==> src/rtl/flash_wp_pkg.sv <==
package flash_wp_pkg;

  typedef enum logic [3:0] {
    OP_NONE    = 4'd0,
    OP_WREN    = 4'd1,
    OP_WRDI    = 4'd2,
    OP_READ    = 4'd3,
    OP_PROG    = 4'd4,
    OP_SERASE  = 4'd5,
    OP_BERASE  = 4'd6,
    OP_CERASE  = 4'd7,
    OP_STWR    = 4'd8,
    OP_SECREG  = 4'd9,
    OP_DPD     = 4'd10,
    OP_RELEASE = 4'd11,
    OP_RSV12   = 4'd12,
    OP_RSV13   = 4'd13,
    OP_RSV14   = 4'd14,
    OP_RSV15   = 4'd15
  } wp_op_e;

  // Commands that change array or status contents and need the latch.
  function automatic logic is_modify(input wp_op_e op);
    unique case (op)
      OP_PROG, OP_SERASE, OP_BERASE, OP_CERASE, OP_STWR, OP_SECREG: is_modify = 1'b1;
      default: is_modify = 1'b0;
    endcase
  endfunction

endpackage

==> src/rtl/flash_wp_range.sv <==
// Turns the protection configuration into an inclusive sector-index range.
module flash_wp_range #(
  parameter int ADDR_W = 19,
  parameter int SECT_W = 12,
  parameter int BLK_W  = 16
) (
  input  logic                       sec_i,
  input  logic                       tb_i,
  input  logic [2:0]                 bp_i,
  output logic                       en_o,
  output logic [ADDR_W-SECT_W-1:0]   lo_o,
  output logic [ADDR_W-SECT_W-1:0]   hi_o
);
  localparam int SIDX_W = ADDR_W - SECT_W;
  localparam int NSECT  = 1 << SIDX_W;
  localparam int SPB    = 1 << (BLK_W - SECT_W);
  localparam logic [SIDX_W:0] FULL   = (SIDX_W+1)'(NSECT);
  localparam logic [SIDX_W:0] BLK1   = (SIDX_W+1)'(SPB);
  localparam logic [SIDX_W:0] ONE    = (SIDX_W+1)'(1);

  logic [SIDX_W:0] size;
  logic [SIDX_W:0] lo_w;
  logic [SIDX_W:0] hi_w;

  always_comb begin
    size = '0;
    if (!sec_i) begin
      unique casez (bp_i)
        3'b000:  size = '0;
        3'b001:  size = BLK1;
        3'b010:  size = BLK1 << 1;
        3'b011:  size = BLK1 << 2;
        default: size = FULL;
      endcase
    end else begin
      unique case (bp_i)
        3'b000:  size = '0;
        3'b001:  size = ONE;
        3'b010:  size = ONE << 1;
        3'b011:  size = ONE << 2;
        3'b111:  size = FULL;
        default: size = ONE << 3;
      endcase
    end
  end

  always_comb begin
    en_o = (size != '0);
    if (tb_i) begin
      lo_w = '0;
      hi_w = size - ONE;
    end else begin
      lo_w = FULL - size;
      hi_w = FULL - ONE;
    end
    lo_o = lo_w[SIDX_W-1:0];
    hi_o = hi_w[SIDX_W-1:0];
  end

  always_comb begin
    if (en_o) begin

      range_order_chk: assert (lo_o <= hi_o);
    end
  end

endmodule

==> src/rtl/flash_wp_overlap.sv <==
// Decides whether the data a command would change meets the protected range.
module flash_wp_overlap
  import flash_wp_pkg::*;
#(
  parameter int ADDR_W = 19,
  parameter int SECT_W = 12,
  parameter int BLK_W  = 16
) (
  input  wp_op_e                     op_i,
  input  logic [ADDR_W-1:0]          addr_i,
  input  logic                       en_i,
  input  logic [ADDR_W-SECT_W-1:0]   lo_i,
  input  logic [ADDR_W-SECT_W-1:0]   hi_i,
  output logic                       hit_o
);
  localparam logic [ADDR_W-1:0] SECT_MASK = ADDR_W'((1 << SECT_W) - 1);
  localparam logic [ADDR_W-1:0] BLK_MASK  = ADDR_W'((1 << BLK_W) - 1);

  logic [ADDR_W-1:0] prot_lo_b;
  logic [ADDR_W-1:0] prot_hi_b;
  logic [ADDR_W-1:0] blk_lo_b;
  logic [ADDR_W-1:0] blk_hi_b;
  logic              in_range;
  logic              blk_meet;

  always_comb begin
    prot_lo_b = {lo_i, {SECT_W{1'b0}}};
    prot_hi_b = {hi_i, {SECT_W{1'b1}}} | SECT_MASK;
    blk_lo_b  = addr_i & ~BLK_MASK;
    blk_hi_b  = addr_i | BLK_MASK;
    in_range  = (addr_i >= prot_lo_b) && (addr_i <= prot_hi_b);
    blk_meet  = (prot_lo_b <= blk_hi_b) && (prot_hi_b >= blk_lo_b);
  end

  always_comb begin
    unique case (op_i)
      OP_PROG, OP_SERASE: hit_o = en_i && in_range;
      OP_BERASE:          hit_o = en_i && blk_meet;
      OP_CERASE:          hit_o = en_i;
      default:            hit_o = 1'b0;
    endcase
  end

endmodule

==> src/rtl/flash_wp_ctrl.sv <==
// Latch, power-down and outstanding-command state; registered verdicts.
module flash_wp_ctrl
  import flash_wp_pkg::*;
(
  input  logic       clk,
  input  logic       rst,
  input  logic       valid_i,
  input  wp_op_e     op_i,
  input  logic       hit_i,
  input  logic [1:0] srp_i,
  input  logic       wp_n_i,
  input  logic       done_i,
  output logic       acc_q,
  output logic       rej_q,
  output logic       wel_q,
  output logic       dpd_q
);
  logic pend_q;
  logic mod_cmd;
  logic pin_lock;
  logic grant;

  always_comb begin
    mod_cmd  = is_modify(op_i);
    pin_lock = srp_i[0] && !srp_i[1] && !wp_n_i;
    grant    = wel_q && !pend_q && !hit_i && !((op_i == OP_STWR) && pin_lock);
  end

  always_ff @(posedge clk) begin
    if (rst) begin
      acc_q  <= 1'b0;
      rej_q  <= 1'b0;
      wel_q  <= 1'b0;
      dpd_q  <= 1'b0;
      pend_q <= 1'b0;
    end else begin
      acc_q <= 1'b0;
      rej_q <= 1'b0;
      if (done_i && pend_q) begin
        pend_q <= 1'b0;
        wel_q  <= 1'b0;
      end
      if (valid_i) begin
        if (dpd_q) begin
          if (op_i == OP_RELEASE) begin
            dpd_q <= 1'b0;
            acc_q <= 1'b1;
          end
        end else if (mod_cmd) begin
          if (grant) begin
            acc_q  <= 1'b1;
            pend_q <= 1'b1;
          end else begin
            rej_q <= 1'b1;
            wel_q <= 1'b0;
          end
        end else begin
          acc_q <= 1'b1;
          unique case (op_i)
            OP_WREN: wel_q <= 1'b1;
            OP_WRDI: wel_q <= 1'b0;
            OP_DPD:  dpd_q <= 1'b1;
            default: ;
          endcase
        end
      end
    end
  end


  verdict_given_chk: assert property (@(posedge clk) disable iff (rst)
    valid_i && !dpd_q |=> (acc_q ^ rej_q));


  no_latch_rej_chk: assert property (@(posedge clk) disable iff (rst)
    valid_i && !dpd_q && mod_cmd && !wel_q |=> rej_q && !wel_q);


  range_rej_chk: assert property (@(posedge clk) disable iff (rst)
    valid_i && !dpd_q && hit_i |=> rej_q);


  pin_lock_rej_chk: assert property (@(posedge clk) disable iff (rst)
    valid_i && !dpd_q && (op_i == OP_STWR) && srp_i == 2'b01 && !wp_n_i |=> rej_q);


  busy_rej_chk: assert property (@(posedge clk) disable iff (rst)
    valid_i && !dpd_q && mod_cmd && pend_q |=> rej_q);


  done_clear_chk: assert property (@(posedge clk) disable iff (rst)
    done_i && pend_q && !(valid_i && !dpd_q && op_i == OP_WREN) |=> !wel_q);


  dpd_ignore_chk: assert property (@(posedge clk) disable iff (rst)
    valid_i && dpd_q && (op_i != OP_RELEASE) && !done_i |=> !acc_q && !rej_q && $stable(wel_q) && dpd_q);

endmodule

==> src/rtl/flash_wp_gate.sv <==
module flash_wp_gate
  import flash_wp_pkg::*;
#(
  parameter int ADDR_W = 19,
  parameter int SECT_W = 12,
  parameter int BLK_W  = 16
) (
  input  logic              clk,
  input  logic              rst,
  input  logic              cmd_valid_i,
  input  logic [3:0]        cmd_op_i,
  input  logic [ADDR_W-1:0] cmd_addr_i,
  input  logic              cfg_sec_i,
  input  logic              cfg_tb_i,
  input  logic [2:0]        cfg_bp_i,
  input  logic [1:0]        cfg_srp_i,
  input  logic              wp_n_i,
  input  logic              array_done_i,
  output logic              acc_o,
  output logic              rej_o,
  output logic              wel_o,
  output logic              dpd_o
);
  localparam int SIDX_W = ADDR_W - SECT_W;

  wp_op_e            op;
  logic              prot_en;
  logic [SIDX_W-1:0] prot_lo;
  logic [SIDX_W-1:0] prot_hi;
  logic              hit;

  assign op = wp_op_e'(cmd_op_i);

  flash_wp_range #(.ADDR_W(ADDR_W), .SECT_W(SECT_W), .BLK_W(BLK_W)) range_i (
    .sec_i (cfg_sec_i),
    .tb_i  (cfg_tb_i),
    .bp_i  (cfg_bp_i),
    .en_o  (prot_en),
    .lo_o  (prot_lo),
    .hi_o  (prot_hi)
  );

  flash_wp_overlap #(.ADDR_W(ADDR_W), .SECT_W(SECT_W), .BLK_W(BLK_W)) overlap_i (
    .op_i   (op),
    .addr_i (cmd_addr_i),
    .en_i   (prot_en),
    .lo_i   (prot_lo),
    .hi_i   (prot_hi),
    .hit_o  (hit)
  );

  flash_wp_ctrl ctrl_i (
    .clk     (clk),
    .rst     (rst),
    .valid_i (cmd_valid_i),
    .op_i    (op),
    .hit_i   (hit),
    .srp_i   (cfg_srp_i),
    .wp_n_i  (wp_n_i),
    .done_i  (array_done_i),
    .acc_q   (acc_o),
    .rej_q   (rej_o),
    .wel_q   (wel_o),
    .dpd_q   (dpd_o)
  );

endmodule

==> config.mk <==
export PLATFORM = sky130hd
export DESIGN_NAME = flash_wp_gate
export DESIGN_NICKNAME = d
export VERILOG_FILES = /design/src/rtl/flash_wp_pkg.sv /design/src/rtl/flash_wp_range.sv /design/src/rtl/flash_wp_overlap.sv /design/src/rtl/flash_wp_ctrl.sv /design/src/rtl/flash_wp_gate.sv
export SDC_FILE = /design/constraint.sdc
export NUM_CORES = 1
export LEC_CHECK = 0
export ABC_CLOCK_PERIOD_IN_PS = 8119
export BUFFER_PORTS_ARGS = -buffer_cell sky130_fd_sc_hd__buf_2
export CAP_MARGIN = 15
export CORE_MARGIN = 2
export CORE_UTILIZATION = 25
export DETAILED_ROUTE_END_ITERATION = 16
export SYNTH_ARGS = -nofsm -noshare
export SYNTH_HDL_FRONTEND = slang
export SYNTH_SLANG_ARGS = --single-unit
==> constraint.sdc <==
create_clock -name clk -period 8.12 [get_ports clk]
set_input_delay 1.624 -clock clk [delete_from_list [all_inputs] [get_ports clk]]
set_output_delay 1.624 -clock clk [all_outputs]
set_load 0.05 [all_outputs]
[Yosys cells after proc, flatten, opt, wreduce, memory -nomap -nowiden]
Cells that the tools add are included.
Storage, ports and cells
  register bits: 5
  input bits: 35
  output and inout port bits: 4
  logic and storage cells: 76
Operators by class
  add/subtract/negate cells: 2
  order comparisons: 4
  equality and inequality tests: 14
  muxes and demuxes: 27
  bitwise gates (word level): 2
  reduce and logical (&&, ||, !) cells: 22
Operators by type and width (number)
  one-hot mux 8 bit (5 select lines): 1
  >= comparator 19 bit: 2
  less-or-equal comparator 19 bit: 2
  one-hot mux 8 bit (4 select lines): 1
  2-to-1 mux 1 bit: 20
  == test 4 x 3 -> 1 bit (second input constant): 4
  == test 4 bit (second input constant): 4
  2-to-1 mux 7 bit: 2
  logical AND 1 bit: 11
  2-to-1 mux 8 bit: 1
  nonzero test 8 bit: 1
  subtractor 1 x 7 -> 7 bit (first input constant): 1
  subtractor 7 x 1 -> 7 bit (second input constant): 1
  == test 3 x 2 -> 1 bit (second input constant): 2
  OR reduction 6 bit: 1
  zero test 1 bit: 5
  == test 4 x 1 -> 1 bit (second input constant): 1
  == test 4 x 2 -> 1 bit (second input constant): 1
  OR reduction 2 bit: 2
  OR reduction 4 bit: 1
  == test 3 x 1 -> 1 bit (second input constant): 1
  == test 3 bit (second input constant): 1
  zero test 3 bit: 1
  one-hot mux 1 bit (3 select lines): 1
  other kinds (2): 3

[Longest topological paths before layout]
  word-level depth: 16
  mapped depth: 15
  depth with buffers taken out: 14

[By module]
A second synthesis with hierarchy kept.
Second synthesis, totals
  cell total of the unflattened synthesis: 157
  area total of the unflattened synthesis: 1139.8 sq um
By module, submodules not included
  flash_wp_overlap: times used 1, cells an instance 73, area each 553.0 sq um, seq. area each 0.0 sq um
  flash_wp_range: times used 1, cells an instance 52, area each 302.8 sq um, seq. area each 0.0 sq um
  flash_wp_ctrl: times used 1, cells an instance 32, area each 284.0 sq um, seq. area each 100.1 sq um

[Worst setup path after synthesis]
No wires, ideal clock.
  path kind: input-to-reg
  start: input port cfg_bp_i[2]
  end: register ctrl_i.wel_q
  library setup time: 0.129 ns
  arrival: 4.203 ns
  required time: 7.991 ns
  setup slack: 3.788 ns
  stages on the path: 15
  buffers on the path: 1
  path through: clkbuf_1 nor2b_1 nand3b_1 ha_1 nor4b_1 nand2b_1 nand2_1 nor2_1 ha_1 a21oi_1 nor2_1 a2111oi_0 a41oi_1 o31ai_2 o32ai_1
On the way
  word-level cells in the longest chain between the ends: 16
  elaborated cells between the ends (all ways): 29
  those cells by class: 2 x add/sub; 4 x order compare; 4 x eq/ne; 10 x mux; 9 x reduce/logical
Ends and longest elaborated chain
  start, declared: line flash_wp_gate.sv:15  | input logic [2:0] cfg_bp_i,
  == test 3 bit, or another cell as far along: line flash_wp_range.sv:36  | unique case (bp_i)
  one-hot mux 8 bit (5 select lines) / one-hot mux 8 bit (4 select lines) (equally long branches): line flash_wp_range.sv:36, flash_wp_range.sv:28
  2-to-1 mux 8 bit (*): line flash_wp_range.sv:27  | if (!sec_i) begin
  subtractor 1 x 7 -> 7 bit / subtractor 7 x 1 -> 7 bit (equally long branches): line flash_wp_range.sv:53, flash_wp_range.sv:51
  2-to-1 mux 7 bit: line flash_wp_range.sv:49  | if (tb_i) begin
  less-or-equal comparator 19 bit, or another cell as far along: line flash_wp_overlap.sv:32  | blk_meet = (prot_lo_b <= blk_hi_b) && (prot_hi_b >= blk_lo_b);
  logical AND 1 bit (on tied branches): line flash_wp_overlap.sv:32, flash_wp_overlap.sv:31
  logical AND 1 bit (on tied branches): line flash_wp_overlap.sv:38, flash_wp_overlap.sv:37
  one-hot mux 1 bit (3 select lines) (*): line flash_wp_overlap.sv:36  | unique case (op_i)
  zero test 1 bit (*): line flash_wp_ctrl.sv:26  | grant = wel_q && !pend_q && !hit_i && !((op_i == OP_STWR) && pin_lock);
  logical AND 1 bit (*) (2 in series): line flash_wp_ctrl.sv:26
  2-to-1 mux 1 bit (*): line flash_wp_ctrl.sv:50  | if (grant) begin
  2-to-1 mux 1 bit (*): line flash_wp_ctrl.sv:49  | end else if (mod_cmd) begin
  2-to-1 mux 1 bit (*): line flash_wp_ctrl.sv:44  | if (dpd_q) begin
  2-to-1 mux 1 bit (*): line flash_wp_ctrl.sv:43  | if (valid_i) begin
  end signal, assigned: line flash_wp_ctrl.sv:41  | wel_q <= 1'b0;
  end signal, assigned: line flash_wp_ctrl.sv:55  | wel_q <= 1'b0;
  end signal, assigned: line flash_wp_ctrl.sv:60  | OP_WREN: wel_q <= 1'b1;
  end, declared: line flash_wp_ctrl.sv:15  | output logic wel_q,
Mark *: on every way between the ends. The rest lies on a longest branch, timed or not.
A chain may end at the register's enable or synchronous reset.

[Worst setup path after layout]
  start: input port cfg_sec_i
  end: register ctrl_i.wel_q
On the way
  word-level cells in the longest chain between the ends: 14
  elaborated cells between the ends (all ways): 22
  those cells by class: 2 x add/sub; 4 x order compare; 8 x mux; 8 x reduce/logical
Ends and longest elaborated chain
  start, declared: line flash_wp_gate.sv:13  | input logic cfg_sec_i,
  2-to-1 mux 8 bit (*): line flash_wp_range.sv:27
  subtractor 1 x 7 -> 7 bit / subtractor 7 x 1 -> 7 bit (equally long branches): line flash_wp_range.sv:53, flash_wp_range.sv:51
  2-to-1 mux 7 bit: line flash_wp_range.sv:49
  less-or-equal comparator 19 bit, or another cell as far along: line flash_wp_overlap.sv:32
  logical AND 1 bit (on tied branches): line flash_wp_overlap.sv:32, flash_wp_overlap.sv:31
  logical AND 1 bit (on tied branches): line flash_wp_overlap.sv:38, flash_wp_overlap.sv:37
  one-hot mux 1 bit (3 select lines) (*): line flash_wp_overlap.sv:36
  zero test 1 bit (*): line flash_wp_ctrl.sv:26
  logical AND 1 bit (*) (2 in series): line flash_wp_ctrl.sv:26
  2-to-1 mux 1 bit (*): line flash_wp_ctrl.sv:50
  2-to-1 mux 1 bit (*): line flash_wp_ctrl.sv:49
  2-to-1 mux 1 bit (*): line flash_wp_ctrl.sv:44
  2-to-1 mux 1 bit (*): line flash_wp_ctrl.sv:43
Marks and branches as above.

==> impl_metrics.toml <==
[cts]
clk_pin_slew_ns = 0.04
postCtsSetupBuffers = 0
cts-resized-gates = 0
hold_buffers = 0
clock_sinks = 5
root_buffer = "clkbuf_8"
clk_latency_ns = 0.22
cts.path.max_buffers = 2
cts_made_buffers = 3
cts_tree = "done"
htree_num_levels = 1

[floorplan]
coreArea_mm2 = 0.00409
row_count = 23
io_pins = 39
dieArea_mm2 = 0.00489
chipHeight_um = 70.0
die_w_um = 70.0
start_util_pct = 26.6

[run]
maxCapViolCount = 0

[route]
drt_iter0_markers = 29
remaining_drc_errors = 0
ant_nets = 0
firstDrtPassIters = 4
routed_wl_um = 2760
routed_via_density = 4.97
wl_per_cell_um = 11.5
vias = 1189

[yosys]
synth_area_mm2 = 0.00109
synth_seq_cells = 5
yosysTopAreaCellShare_pct = 24.2
synth.distinct_cells = 43
synth_top_cell_by_area = "ha_1"
synthCells = 150
yosys_warnings = 0
yosys-top-cells-area = "ha_1 (24%), dfxtp_1 (9.2%), nand2_1 (5.9%)"
synth_edf_count = 0
yosysMostFrequentCell = "ha_1"
synth-main-ff-cell = "dfxtp_1"
syn_area_per_cell_um2 = 7.25
synth_common_cells = "ha_1 (21), nand2_1 (17), a21oi_1 (11), nor2_1 (11), inv_1 (10)"
synthArstFlopShare_pct = 0
synth_fp_nets = 206
ys_seq_area_share_pct = 9.21

[global_route]
grt_max_degree = 13
overflow = 0
antenna_found_initial = 0
track_usage_pct = 11.4
grt_pass1_wl_um = 4710
grt_pass1_vias = 1153

[pwr]
p_int_mw = 0.0839
power.density_mw_per_mm2 = 94.7
vdd_ir_drop_max_uv = 28.2
switchingPower_mw = 0.0461
p_total_mw = 0.130
power.leakage_nw = 0.665
p_seq_share_pct = 19.9
p_clk_share_pct = 35.9
pwr-share-comb_pct = 44.2
swShare_pct = 35.5

[final_layout]
layout.nets = 246
n_antenna_cell = 0
drive_above_1_share_pct = 25.4
fin_area_mm2 = 0.00137
area_growth_pct = 26.4
multi_input_area_um2 = 935
nFillCells = 452
seq_area_um2 = 100

[sta]
slew_headroom_pct = 74.5
slew_viol_final = 0
max_freq_ghz = 0.227
hold_viol = 0
setup_viol = 0
rsz0062_at_grt = "no"
fin_crit_ns = 4.40
fin_setup_tns_ns = 0
fin_skew_ns = 0.000792
fin_crit_sh_pct = 54.2
worstMarginPinSlew_ns = 0.373

[placement]
port_buffers = 38
dp_hpwl_um = 2420
placed_area_mm2 = 0.00133
gp_congestion = 0.821

[status]
status = "complete, no violations"

[hold_path]
hold_class = "flop to flop"

[worst_setup_path]
path_max_fanout = 8
crit_arrival_ns = 4.50
cp.required_ns = 8.22
setup.worst_path.class = "primary input to flop"
cp-end-kind = "flop"
crit_path_start_kind = "primary input"
==> worst max-delay path: stages <==
cell	delay, ns
buf_2	0.14
nor2b_1	0.26
nand3b_1	0.16
ha_1	0.28
nor4b_1	0.34
nand2b_1	0.14
nand2_1	0.09
nor2_1	0.05
ha_1	0.29
a21oi_1	0.13
nor2_1	0.05
a2111oi_0	0.39
a41oi_1	0.13
o31ai_2	0.31
o32ai_1	0.11
==> metrics by stage <==
| step | setup WS, ns | cells | utilization [%] | hold slack (ns) |
|---|---|---|---|---|
| final | 3.72 | 239 | 33.6 | 0.549 |
| after global routing | 3.17 | 239 | 33.6 | 0.576 |
| after CTS | 3.69 | 239 | 33.6 | 0.542 |
| after detailed placement | 3.47 | 235 | 32.5 | 0.531 |
| after global placement | 3.52 | 235 | 32.5 | 0.533 |
| after floorplan | 3.79 | 150 | - | 0.553 |
==> cell families after synthesis <==
| family | synth area share [%] |
|---|---|
| simple gates | 36.0 |
| compound gates | 25.0 |
| fa+ha+maj | 24.2 |
| buf+inv | 4.83 |
| flops | 9.21 |
| xor+xnor | 0.806 |
==> final timing paths <==
check | slack [ns] | cells past startpoint | endpoint | from
worst max-delay path | 3.72 | 15 | ctrl_i.wel_q | cfg_sec_i
worst min-delay path | 0.55 | 2 | ctrl_i.acc_q | ctrl_i.dpd_q
worst max register to register | 6.69 | 4 | ctrl_i.wel_q | ctrl_i.dpd_q
worst min register to register | 0.55 | 2 | ctrl_i.acc_q | ctrl_i.dpd_q
==> flip-flops by register name (all words and copies together), names as in the netlist <==
signal and count:
ctrl_i.rej_q 1, ctrl_i.dpd_q 1, ctrl_i.acc_q 1, ctrl_i.pend_q 1, ctrl_i.wel_q 1
==> cell type report <==
cell class	instances	area share (%)
clock buffers	4	3.28
inverters	11	3.01
multi-input cells	131	68.0
flip-flops and latches	5	7.29
well taps	50	4.55
repair buffers	38	13.8
==> placed cells by master (no fill, tap or decap), types with 3 or more instances in the layout <==
master    netlist  layout
a211oi_1        4       4
a21oi_1        11      11
buf_2           0      38
clkbuf_8        0       3
dfxtp_1         5       5
ha_1           21      21
inv_1          10      10
nand2_1        17      17
nand2b_1        6       6
nand3_1         4       4
nand3b_1        4       4
nand4_1         4       4
nor2_1         11      11
nor2b_1         6       6
o21ai_0         7       7
==> layer usage <==
metal	vias up	track usage (%)	share of wire (%)
met5	-	0	0
met4	0	4.49	1.2
met3	4	1.44	5.1
met2	31	19.8	47
met1	524	14.2	46
li1	630	-	-
==> power groups by stage <==
stage | logic, mW | clock network (mW) | registers [mW]
finish | 0.0575 | 0.0467 | 0.0259
global route | 0.0656 | 0.0500 | 0.0259
CTS | 0.0580 | 0.0478 | 0.0259
detailed placement | 0.0575 | 0 | 0.0262
global placement | 0.0575 | 0 | 0.0262
floorplan | 0.0340 | 0 | 0.0290
Power figures use the tool's default switching activity.
